**config.mk**
```make
export PLATFORM = sky130hd
export DESIGN_NAME = dma_chan_ctrl_regs
export DESIGN_NICKNAME = d
export VERILOG_FILES = /design/src/rtl/dma_ctrl_pkg.sv /design/src/rtl/dma_ctrl_decode.sv /design/src/rtl/dma_ctrl_bitvec.sv /design/src/rtl/dma_ctrl_rdmux.sv /design/src/rtl/dma_chan_ctrl_regs.sv
export SDC_FILE = /design/constraint.sdc
export NUM_CORES = 1
export LEC_CHECK = 0
export BUFFER_PORTS_ARGS = -buffer_cell sky130_fd_sc_hd__buf_2
export CAP_MARGIN = 0
export CELL_PAD_IN_SITES_DETAIL_PLACEMENT = 1
export CELL_PAD_IN_SITES_GLOBAL_PLACEMENT = 1
export CORE_AREA = 2 2 108 100
export CTS_CLUSTER_DIAMETER = 30
export CTS_CLUSTER_SIZE = 12
export DETAILED_ROUTE_END_ITERATION = 7
export DIE_AREA = 0 0 110 102
export PLACE_DENSITY = 0.78
export SKIP_CTS_REPAIR_TIMING = 1
export SYNTH_ARGS = -nofsm -noshare
export SYNTH_HDL_FRONTEND = slang
export SYNTH_SLANG_ARGS = --single-unit
export TNS_END_PERCENT = 50
```
**constraint.sdc**
```tcl
create_clock -name clk_i -period 1.1 [get_ports clk_i]
set_input_delay 0.22 -clock clk_i [delete_from_list [all_inputs] [get_ports clk_i]]
set_output_delay 0.22 -clock clk_i [all_outputs]
set_load 0.02 [all_outputs]
```
**src/rtl/dma_ctrl_pkg.sv**
```systemverilog
package dma_ctrl_pkg;
  localparam int unsigned DATA_W = 32;

  typedef enum logic [1:0] {
    REG_ENA_SET = 2'd0,
    REG_ENA_CLR = 2'd1,
    REG_ALT_SET = 2'd2,
    REG_ALT_CLR = 2'd3
  } reg_sel_e;

  typedef struct packed {
    logic ena_set;
    logic ena_clr;
    logic alt_set;
    logic alt_clr;
  } wr_strb_t;
endpackage

```
**src/rtl/dma_ctrl_decode.sv**
```systemverilog
module dma_ctrl_decode
  import dma_ctrl_pkg::*;
#(
  parameter int unsigned ADDR_W = 4
) (
  input  logic              wr_en_i,
  input  logic [ADDR_W-1:0] addr_i,
  output reg_sel_e          sel_o,
  output wr_strb_t          strb_o
);
  logic [ADDR_W-1:0] addr_unused;
  assign addr_unused = addr_i;

  assign sel_o = reg_sel_e'(addr_i[3:2]);

  always_comb begin
    strb_o         = '0;
    strb_o.ena_set = wr_en_i && (sel_o == REG_ENA_SET);
    strb_o.ena_clr = wr_en_i && (sel_o == REG_ENA_CLR);
    strb_o.alt_set = wr_en_i && (sel_o == REG_ALT_SET);
    strb_o.alt_clr = wr_en_i && (sel_o == REG_ALT_CLR);
  end
endmodule

```
**src/rtl/dma_ctrl_bitvec.sv**
```systemverilog
// Per-channel W1S/W1C bit vector; hardware event either clears or toggles a bit.
module dma_ctrl_bitvec #(
  parameter int unsigned NCH       = 24,
  parameter bit          HW_TOGGLE = 1'b0
) (
  input  logic           clk_i,
  input  logic           rst_ni,
  input  logic           sw_set_i,
  input  logic           sw_clr_i,
  input  logic [NCH-1:0] wdata_i,
  input  logic [NCH-1:0] hw_evt_i,
  output logic [NCH-1:0] q_o
);
  logic [NCH-1:0] q_q, q_d;

  for (genvar i = 0; i < NCH; i++) begin : g_bit
    logic sw_val;
    always_comb begin
      sw_val = q_q[i];
      if (sw_set_i && wdata_i[i])      sw_val = 1'b1;
      else if (sw_clr_i && wdata_i[i]) sw_val = 1'b0;
    end
    if (HW_TOGGLE) begin : g_tog
      assign q_d[i] = hw_evt_i[i] ? ~q_q[i] : sw_val;
    end else begin : g_clr
      assign q_d[i] = hw_evt_i[i] ? 1'b0 : sw_val;
    end
  end

  always_ff @(posedge clk_i or negedge rst_ni) begin
    if (!rst_ni) q_q <= '0;
    else         q_q <= q_d;
  end

  assign q_o = q_q;
endmodule

```
**src/rtl/dma_ctrl_rdmux.sv**
```systemverilog
module dma_ctrl_rdmux
  import dma_ctrl_pkg::*;
#(
  parameter int unsigned NCH = 24
) (
  input  reg_sel_e          sel_i,
  input  logic [NCH-1:0]    ena_i,
  input  logic [NCH-1:0]    alt_i,
  output logic [DATA_W-1:0] rdata_o
);
  always_comb begin
    rdata_o = '0;
    unique case (sel_i)
      REG_ENA_SET: rdata_o[NCH-1:0] = ena_i;
      REG_ALT_SET: rdata_o[NCH-1:0] = alt_i;
      default:     rdata_o = '0;
    endcase
  end
endmodule

```
**src/rtl/dma_chan_ctrl_regs.sv**
```systemverilog
module dma_chan_ctrl_regs
  import dma_ctrl_pkg::*;
#(
  parameter int unsigned NCH    = 24,
  parameter int unsigned ADDR_W = 4
) (
  input  logic              clk_i,
  input  logic              rst_ni,
  input  logic              wr_en_i,
  input  logic [ADDR_W-1:0] addr_i,
  input  logic [31:0]       wdata_i,
  output logic [31:0]       rdata_o,
  input  logic [NCH-1:0]    done_i,
  input  logic [NCH-1:0]    alt_toggle_i,
  output logic [NCH-1:0]    enable_o,
  output logic [NCH-1:0]    alt_sel_o
);
  reg_sel_e sel;
  wr_strb_t strb;

  if (NCH < DATA_W) begin : g_rsv
    logic rsv_unused;
    assign rsv_unused = ^wdata_i[DATA_W-1:NCH];
  end

  dma_ctrl_decode #(.ADDR_W(ADDR_W)) u_dec (
    .wr_en_i (wr_en_i),
    .addr_i  (addr_i),
    .sel_o   (sel),
    .strb_o  (strb)
  );

  dma_ctrl_bitvec #(.NCH(NCH), .HW_TOGGLE(1'b0)) u_ena (
    .clk_i    (clk_i),
    .rst_ni   (rst_ni),
    .sw_set_i (strb.ena_set),
    .sw_clr_i (strb.ena_clr),
    .wdata_i  (wdata_i[NCH-1:0]),
    .hw_evt_i (done_i),
    .q_o      (enable_o)
  );

  dma_ctrl_bitvec #(.NCH(NCH), .HW_TOGGLE(1'b1)) u_alt (
    .clk_i    (clk_i),
    .rst_ni   (rst_ni),
    .sw_set_i (strb.alt_set),
    .sw_clr_i (strb.alt_clr),
    .wdata_i  (wdata_i[NCH-1:0]),
    .hw_evt_i (alt_toggle_i),
    .q_o      (alt_sel_o)
  );

  dma_ctrl_rdmux #(.NCH(NCH)) u_rd (
    .sel_i   (sel),
    .ena_i   (enable_o),
    .alt_i   (alt_sel_o),
    .rdata_o (rdata_o)
  );
endmodule

```
==> results of run 1 <==
==> sequential cells by signal, indices dropped and copies added (netlist names) <==
| register | flops |
|---|---|
| u_ena.q_o | 24 |
| u_alt.q_o | 24 |
==> Yosys cell counts (all sizes together) <==
library cell / number / area (um2)
o21ai: 1 / 5.00
nor2b: 1 / 8.76
and3b: 23 / 201
clkbuf: 6 / 22.5
a31oi: 1 / 6.26
a311oi: 23 / 201
a31o: 23 / 201
nor2: 47 / 176
a21oi: 24 / 195
a211oi: 23 / 173
nand2: 1 / 3.75
and2: 1 / 8.76
buf: 26 / 180
conb: 1 / 3.75
a41o: 1 / 10.0
dfrtp: 48 / 1200
or3: 1 / 6.26
mux2i: 25 / 250
==> power groups by stage <==
stage	registers [mW]	clock network, mW	logic (mW)
2_1_floorplan	2.46	0	0.793
3_3_place_gp	2.19	0	1.73
3_5_place_dp	2.20	0	1.79
4_1_cts	2.17	1.44	1.79
5_1_grt	2.21	1.51	2.41
6_report	2.18	1.38	2.23
==> worst max path at each step <==
stage,start,endpoint,slack (ns)
floorplan,addr_i[3],rdata_o[10],-0.08
global placement,addr_i[3],u_alt.q_o[19],-0.62
detailed placement,addr_i[3],u_alt.q_o[2],-0.63
CTS,addr_i[3],rdata_o[12],-0.49
global route,addr_i[3],rdata_o[9],-0.33
finish,addr_i[3],rdata_o[4],-0.26
==> layer usage <==
metal  share of wire  vias up  global-route usage
met2            0.52       97               0.300
met3           0.063        6              0.0293
met1            0.41     1456               0.196
li1                -     1381                   -
met4          0.0074        0              0.0380
met5               0        -                   0
==> layout make-up <==
cell class / count / area, um2
Timing Repair Buffer: 187 / 1340
Fill cell: 1167 / 5650
Sequential cell: 48 / 1200
Clock inverter: 2 / 38.8
Clock buffer: 6 / 82.6
Tap cell: 129 / 161
Multi-Input combinational cell: 203 / 1550
==> worst max-delay path, cell delays in order <==
cell and delay, ns:
buf_2 0.11, buf_8 0.16, buf_12 0.18, mux2i_1 0.24, nor2_2 0.05, buf_2 0.16
==> metrics by stage <==
step / power, mW / hold WS [ns] / cell area, um2 / TNS (ns) / setup WS [ns]
after floorplan: 3.25 / -0.0756 / 2970 / -1.58 / -0.0780
after global placement: 3.92 / 0.232 / 3820 / -27.87 / -0.615
after detailed placement: 3.99 / 0.233 / 3820 / -29.15 / -0.635
after CTS: 5.40 / -0.0998 / 3940 / -18.08 / -0.492
after global routing: 6.13 / 0.0372 / 4380 / -10.19 / -0.329
final: 5.79 / 0.0547 / 4380 / -6.64 / -0.256
==> kinds of logic (layout without fill, tap and decap cells) <==
logic type,after synthesis,count (layout),synth area share
buf+inv,32,195,0.0710
mux,25,25,0.0876
simple gates,74,74,0.142
flops,48,48,0.421
other cells,1,8,0.00131
compound gates,96,96,0.277
==> impl_metrics.ini, run 1 <==
[outcome]
status = finished with violations
violations = setup timing

[timing]
rsz0062_at_grt = true
slew_violations = 0
setup_viol = 50
skew_ns = 0
relSlewSlack = 0.571
tightest_slew_ns = 0.642
min_period_over_period = 1.23
period_minus_slack_ns = 1.36
finalHoldViolCount = 0
fmax_mhz = 737
worst_slack_ns = -0.256

[placed_design]
port_buffers = 148
place.gp.congestion = 0.780
dpl.hpwl_um = 6820
dp_cells = 547

[power]
seqPwrFrac = 0.376
p_clk_frac = 0.239
p_comb_frac = 0.385
ir_worst_vdd_mv = 0.509
power_density_nw_per_um2 = 1320
p_leak_nw = 2.14
internal_power_mw = 3.81
power_switching_mw = 1.99
p_sw_frac = 0.343

[detailed_routing]
totalWireLength_um = 9630
ant_nets = 0
drt_first_iter_violations = 69
vias_per_cell = 5.11
dr.pass1.iters = 4
route.vias.total = 2940
drc_errors = 0
wl_per_cell_um = 16.7

[clock_tree]
cts_buffers = 5
cts_sinks = 48
clock_path_buffers = 2
cts_tree = built
root_buffer = clkbuf_8
path_clk_slew_ns = 0.10
clock_latency_ns = 0.29
htreeDepth = 2

[final_layout]
area_growth_pct = 53.3
final_common_cell = buf_2
nets = 532
n_antenna_cell = 0
layout.cells.non_filler = 575
post-route-util = 0.437
final_cell_mix = buf_2 (114), dfrtp_1 (47), buf_6 (40)
layout-drive-gt1-share = 0.538

[critical_path]
cp.required_ns = 0.88
r2r_cells = 4
crit_type = in -> out
worstSetupEndpointType = output port
cp_max_fo = 25
r2r-end = u_alt.q_o[1]
worstPathArrival_ns = 1.14
r2r_slack_ns = 0
critPathLaunchType = primary input
r2r_start = u_alt.q_o[1]

[global_route]
antenna_found_initial = 0
grt_max_degree = 49
overflow = 0
grt.total_usage = 0.163
grt_pass1_wl_um = 14400
grt_pass1_vias = 2928

[floorplan]
initial_utilization = 0.285
rows = 35
io_pins = 167
die_w_um = 110
dieArea_um2 = 11200
coreArea_um2 = 10000
fp.dieH_um = 102

[yosys]
syn_avg_cell_area_um2 = 10.3
synthesis.instances = 276
synth_cell_type_count = 22
synth_area_um2 = 2860
seq_area_frac_synth = 0.421
yosys_warnings = 0
synth_seq_cells = 48

[job]
drv_cap = 0

[worst_hold_path]
worst_hold_path.endpoint = u_ena.q_o[5]
hold_start = done_i[5]
hold_path_class = in -> reg
holdPathStages = 2
Note: power is estimated with default switching activity, not from simulation.
==> inputs of run 2 (changes only) <==
--- a/config.mk
+++ b/config.mk
@@ -5,15 +5,16 @@
 export SDC_FILE = /design/constraint.sdc
 export NUM_CORES = 1
 export LEC_CHECK = 0
+export ABC_AREA = 1
 export BUFFER_PORTS_ARGS = -buffer_cell sky130_fd_sc_hd__buf_2
 export CAP_MARGIN = 0
 export CELL_PAD_IN_SITES_DETAIL_PLACEMENT = 1
 export CELL_PAD_IN_SITES_GLOBAL_PLACEMENT = 1
-export CORE_AREA = 2 2 108 100
+export CORE_AREA = 2 2 117 107
 export CTS_CLUSTER_DIAMETER = 30
 export CTS_CLUSTER_SIZE = 12
 export DETAILED_ROUTE_END_ITERATION = 7
-export DIE_AREA = 0 0 110 102
+export DIE_AREA = 0 0 119 109
 export PLACE_DENSITY = 0.78
 export SKIP_CTS_REPAIR_TIMING = 1
 export SYNTH_ARGS = -nofsm -noshare
==> run 2 against run 1 <==
The flow still finishes with violations (setup timing); worst hold slack better by 0.0092 ns; global-route usage is 2.5 points higher; critical path depth is 1 higher; flip-flop and latch count stayed put; first-iteration DRC count is 120% higher; critical endpoint is now rdata_o[1]; largest cell class unchanged; highest routed layer unchanged.
==> impl_metrics.ini, run 2 <==
[outcome]
status = finished with violations
violations = setup timing

[timing]
period_minus_slack_ns = 1.27
rsz0062_at_grt = true
slew_violations = 0
worst_slack_ns = -0.169
finalHoldViolCount = 0
fmax_mhz = 788
setup_tns_ns = -4.89
setup_viol = 62
skew_ns = 0
holdWs_ns = 0.0639
min_period_over_period = 1.15

[power]
power_switching_mw = 2.13
p_leak_nw = 2.62
power_density_nw_per_um2 = 1160
p_sw_frac = 0.347
p_clk_frac = 0.269
seqPwrFrac = 0.348
power_mw = 6.15
ir_worst_vdd_mv = 0.643
internal_power_mw = 4.02
p_comb_frac = 0.384

[global_route]
grt.total_usage = 0.188
grt_max_degree = 49
grt_pass1_wl_um = 19300
overflow = 0
antenna_found_initial = 0
grt_pass1_vias = 3921

[yosys]
seq_area_frac_synth = 0.372
synthTopCellsByCount = nand2_1 (127), nand4_1 (66), nor2_1 (52)
synth_edf_count = 0
syn_avg_cell_area_um2 = 7.12
yosys_warnings = 0
synth_area_um2 = 3230
synth_most_common_cell = nand2_1
synth_cell_type_count = 19
ys.flop_type = dfrtp_1
synth.largest_area_cell = dfrtp_1
synth_seq_cells = 48
ys_top_cells_by_area = dfrtp_1 (37%), nand2_1 (15%), nand4_1 (13%), nand3_1 (7.4%), nor2_1 (6.0%)
synthesis.instances = 454
synthArstFlopShare = 1.00
synth_top_area_share = 0.372

[final_layout]
final_cell_mix = nand2_1 (105), buf_2 (100), nand4_1 (66)
final_common_cell = nand2_1
layout.cells.non_filler = 809
nFillCells = 1488
layout-drive-gt1-share = 0.452
nets = 735
area_growth_pct = 64.3

[placed_design]
port_buffers = 148
dpl.hpwl_um = 8930
place.gp.congestion = 0.770
dp_cells = 757

[detailed_routing]
drt_first_iter_violations = 151
route.vias.total = 4040
ant_nets = 0
totalWireLength_um = 14000
vias_per_cell = 4.99
wl_per_cell_um = 17.3
drc_errors = 0
dr.pass1.iters = 4

[floorplan]
coreArea_um2 = 11800
io_pins = 167
die_w_um = 119
fp.dieH_um = 109
dieArea_um2 = 13000
rows = 38
initial_utilization = 0.273

[critical_path]
r2r_cells = 6
cp.required_ns = 0.88
worstPathArrival_ns = 1.05
cp_max_fo = 11
worstSetupEndpointType = output port
critPathLaunchType = primary input
crit_type = in -> out

[clock_tree]
path_clk_slew_ns = 0.06
htreeDepth = 2
cts_sinks = 48
cts_tree = built
clock_latency_ns = 0.29
clock_path_buffers = 2
root_buffer = clkbuf_16
cts_buffers = 5

[job]
drv_cap = 0

[worst_hold_path]
holdPathStages = 2
hold_path_class = in -> reg
## run 2: power by group through the flow
stage | Combinational, mW | Sequential [mW] | Clock, mW
final | 2.36 | 2.14 | 1.65
after global placement | 1.63 | 2.15 | 0
after CTS | 1.71 | 2.13 | 1.73
after global routing | 2.53 | 2.16 | 1.81
after detailed placement | 1.70 | 2.17 | 0
after floorplan | 0.749 | 2.36 | 0
## run 2: cells by family after synthesis
family	count (synthesis)	share of synthesized area
AOI/OAI and AO/OA	34	0.0837
buffers and inverters	75	0.119
DFF	48	0.372
other	1	0.00116
and+or+nand+nor	296	0.424
## run 2: metal layers
| layer | vias to the layer above | share of wire | global-route usage |
|---|---|---|---|
| met5 | - | 0 | 0 |
| met4 | 0 | 0.014 | 0.0612 |
| met3 | 16 | 0.056 | 0.0424 |
| met2 | 132 | 0.52 | 0.331 |
| met1 | 1995 | 0.41 | 0.230 |
| li1 | 1897 | - | - |
## run 2: through the flow
stage          cell area (um2)   util  setup WS (ns)
6_report                  5310  0.448         -0.169
5_1_grt                   5310  0.448         -0.205
2_1_floorplan             3350      -        0.00411
4_1_cts                   4480  0.378         -0.201
3_3_place_gp              4330  0.365         -0.199
3_5_place_dp              4330  0.365         -0.259
## run 2: path summary, 6_finish.rpt
| kind | from | end | slack (ns) |
|---|---|---|---|
| worst max-delay path | addr_i[3] | rdata_o[1] | -0.17 |
| worst min-delay path | done_i[1] | u_ena.q_o[1] | 0.06 |
| worst max register to register | u_alt.q_o[6] | u_alt.q_o[6] | 0.09 |
| worst min register to register | u_ena.q_o[2] | u_ena.q_o[2] | 0.56 |
| max in group asynchronous | rst_ni | u_ena.q_o[4] | 0.41 |
| min in group asynchronous | rst_ni | u_ena.q_o[20] | 0.45 |
## run 2: cell type report
cell class	count	area [um2]	area share
timing repair buffer	218	1770	0.333
multi-input combinational	338	1840	0.346
antenna	1	2.50	0.000471
sequential	48	1200	0.226
clock buffer	7	153	0.0288
inverter	37	148	0.0278
tap	160	200	0.0377
## run 2: critical path, stage by stage
cell     delay [ns]
buf_8          0.10
buf_4          0.13
buf_12         0.14
buf_12         0.15
nand3_1        0.08
nand2_1        0.08
buf_6          0.14
==> inputs of run 3 (changes only) <==
--- a/config.mk
+++ b/config.mk
@@ -6,16 +6,17 @@
 export NUM_CORES = 1
 export LEC_CHECK = 0
 export ABC_AREA = 1
-export BUFFER_PORTS_ARGS = -buffer_cell sky130_fd_sc_hd__buf_2
 export CAP_MARGIN = 0
 export CELL_PAD_IN_SITES_DETAIL_PLACEMENT = 1
 export CELL_PAD_IN_SITES_GLOBAL_PLACEMENT = 1
-export CORE_AREA = 2 2 117 107
+export CORE_AREA = 2 2 99 92
 export CTS_CLUSTER_DIAMETER = 30
 export CTS_CLUSTER_SIZE = 12
 export DETAILED_ROUTE_END_ITERATION = 7
-export DIE_AREA = 0 0 119 109
-export PLACE_DENSITY = 0.78
+export DIE_AREA = 0 0 101 94
+export DONT_BUFFER_PORTS = 1
+export MAX_ROUTING_LAYER = met4
+export PLACE_DENSITY = 0.77
 export SKIP_CTS_REPAIR_TIMING = 1
 export SYNTH_ARGS = -nofsm -noshare
 export SYNTH_HDL_FRONTEND = slang
==> run 3 against run 2 <==
The run ends with hold timing, setup timing left; sequential share of layout area up 5.1 points; sequential power about the same; critical path depth down 5; worst hold slack worse by 0.47 ns; design area is 17% lower; register-to-register slack improved by 0.07 ns; global-route usage up 4.1 points; final cell count fell by 25%; first-iteration DRC count fell by 7.3%; non-clock buffer count fell by 145; combinational power down 33%; critical path type is now reg -> out.
==> impl_metrics.ini, run 3 (same netlist as run 2, synthesis figures left out) <==
[floorplan]
die_w_um = 101
io_pins = 167
rows = 32
initial_utilization = 0.384
coreArea_um2 = 8410
dieArea_um2 = 9490
fp.dieH_um = 94

[timing]
setup_viol = 32
finalHoldViolCount = 48
worst_slack_ns = -0.137
fmax_mhz = 809
holdWs_ns = -0.404
min_period_over_period = 1.12
slew_violations = 0
rsz0062_at_grt = true
skew_ns = 0
period_minus_slack_ns = 1.24

[critical_path]
critPathLaunchType = flip-flop
r2r_start = u_alt.q_o[15]
slowest_delay_ns = 0.48
worstSetupEndpointType = output port
r2r-end = u_alt.q_o[15]
worstSetupEndpoint = rdata_o[8]
crit_buf_inv = 0
worstPathArrival_ns = 1.02
startpoint = u_alt.q_o[8]
cp.required_ns = 0.88
crit_chain = nand3_2, nand2_4
r2r_slack_ns = 0.16
cp_max_fo = 4
crit_type = reg -> out
cp_slowest_cell = dfrtp_1
worst-path-stages = 2
critPathTopFamily = flip-flops
r2r_cells = 5

[clock_tree]
cts_tree = built
clock_latency_ns = 0.29
path_clk_slew_ns = 0.10
htreeDepth = 2
root_buffer = clkbuf_8
cts_buffers = 5
cts_sinks = 48
clock_path_buffers = 2

[final_layout]
layout-drive-gt1-share = 0.306
n_antenna_cell = 0
final_common_cell = nand2_1
area_growth_pct = 35.9
final_cell_mix = nand2_1 (103), nand4_1 (66), nor2_1 (52)
nets = 590
nFillCells = 993

[detailed_routing]
top_layer = met4
ant_nets = 0
drt-met1-wl_um = 4640
totalWireLength_um = 11800
drc_errors = 0
drt_first_iter_violations = 140
wl_met3_um = 817
route.vias.total = 3492
dr.pass1.iters = 4
wl_per_cell_um = 19.4
vias_per_cell = 5.76
route.met2.wl_um = 6160

[power]
ir_worst_vdd_mv = 0.507
p_leak_nw = 1.88
p_sw_frac = 0.339
p_comb_frac = 0.306
seqPwrFrac = 0.418
power_switching_mw = 1.77
p_clk_frac = 0.277
power_mw = 5.21
internal_power_mw = 3.44
power_density_nw_per_um2 = 1190

[placed_design]
dpl.hpwl_um = 7340
port_buffers = 0
place.gp.congestion = 0.783

[global_route]
antenna_found_initial = 0
grt_pass1_wl_um = 17000
grt_max_degree = 57
overflow = 0
grt_pass1_vias = 3545
grt.total_usage = 0.229

[outcome]
violations = hold timing, setup timing
status = finished with violations

[job]
drv_cap = 0

[worst_hold_path]
hold_path_class = in -> async
==> run 3: cell types whose count changed in the layout (fill, tap and decap cells not counted), sizes merged <==
cell         previous run  this run
buf                   214        49
bufinv                  0         1
clkbuf                 10         7
clkinvlp                1         0
diode                   1         0
dlygate4sd3             1        24
inv                    35        36
==> run 3: layer usage <==
layer | up-vias | GRT usage
li1 | 1601 | -
met2 | 131 | 0.405
met3 | 15 | 0.0528
met1 | 1745 | 0.267
met5 | - | -
met4 | 0 | 0.0462
==> run 3: final cells by class <==
type                    instances  area (um2)  area share
repair buffers                 73         752       0.171
inverters                      37         144      0.0328
clock inverters                 1        30.0     0.00684
multi-input cells             338        2020       0.461
well taps                     102         128      0.0291
flip-flops and latches         48        1220       0.277
clock buffers                   7        96.3      0.0219
==> run 3: power groups by stage <==
stage / Combinational [mW] / Sequential [mW] / Clock [mW]
2_1_floorplan: 0.749 / 2.36 / 0
3_3_place_gp: 1.24 / 2.15 / 0
3_5_place_dp: 1.29 / 2.16 / 0
4_1_cts: 1.29 / 2.13 / 1.49
5_1_grt: 1.71 / 2.20 / 1.54
6_report: 1.59 / 2.17 / 1.44
==> run 3: how the worst min path moves through the flow <==
stage	startpoint	to	slack (ns)
after detailed placement	rst_ni	u_ena.q_o[7]	-0.07
final	rst_ni	u_ena.q_o[7]	-0.40
after global placement	rst_ni	u_ena.q_o[7]	-0.07
after global routing	rst_ni	u_ena.q_o[7]	-0.42
after CTS	rst_ni	u_ena.q_o[7]	-0.41
after floorplan	rst_ni	u_alt.q_o[0]	-0.08
==> run 3: metrics by stage <==
stage,cell area [um2],setup TNS (ns),util,setup slack [ns],instances
after global placement,3570,0,0.424,0.0327,568
final,4390,-1.84,0.522,-0.137,606
after CTS,3690,-3.55,0.439,-0.226,576
after floorplan,3350,0,-,0.00411,461
after detailed placement,3570,-0.0187,0.424,-0.0132,568
after global routing,4390,-3.42,0.522,-0.159,606
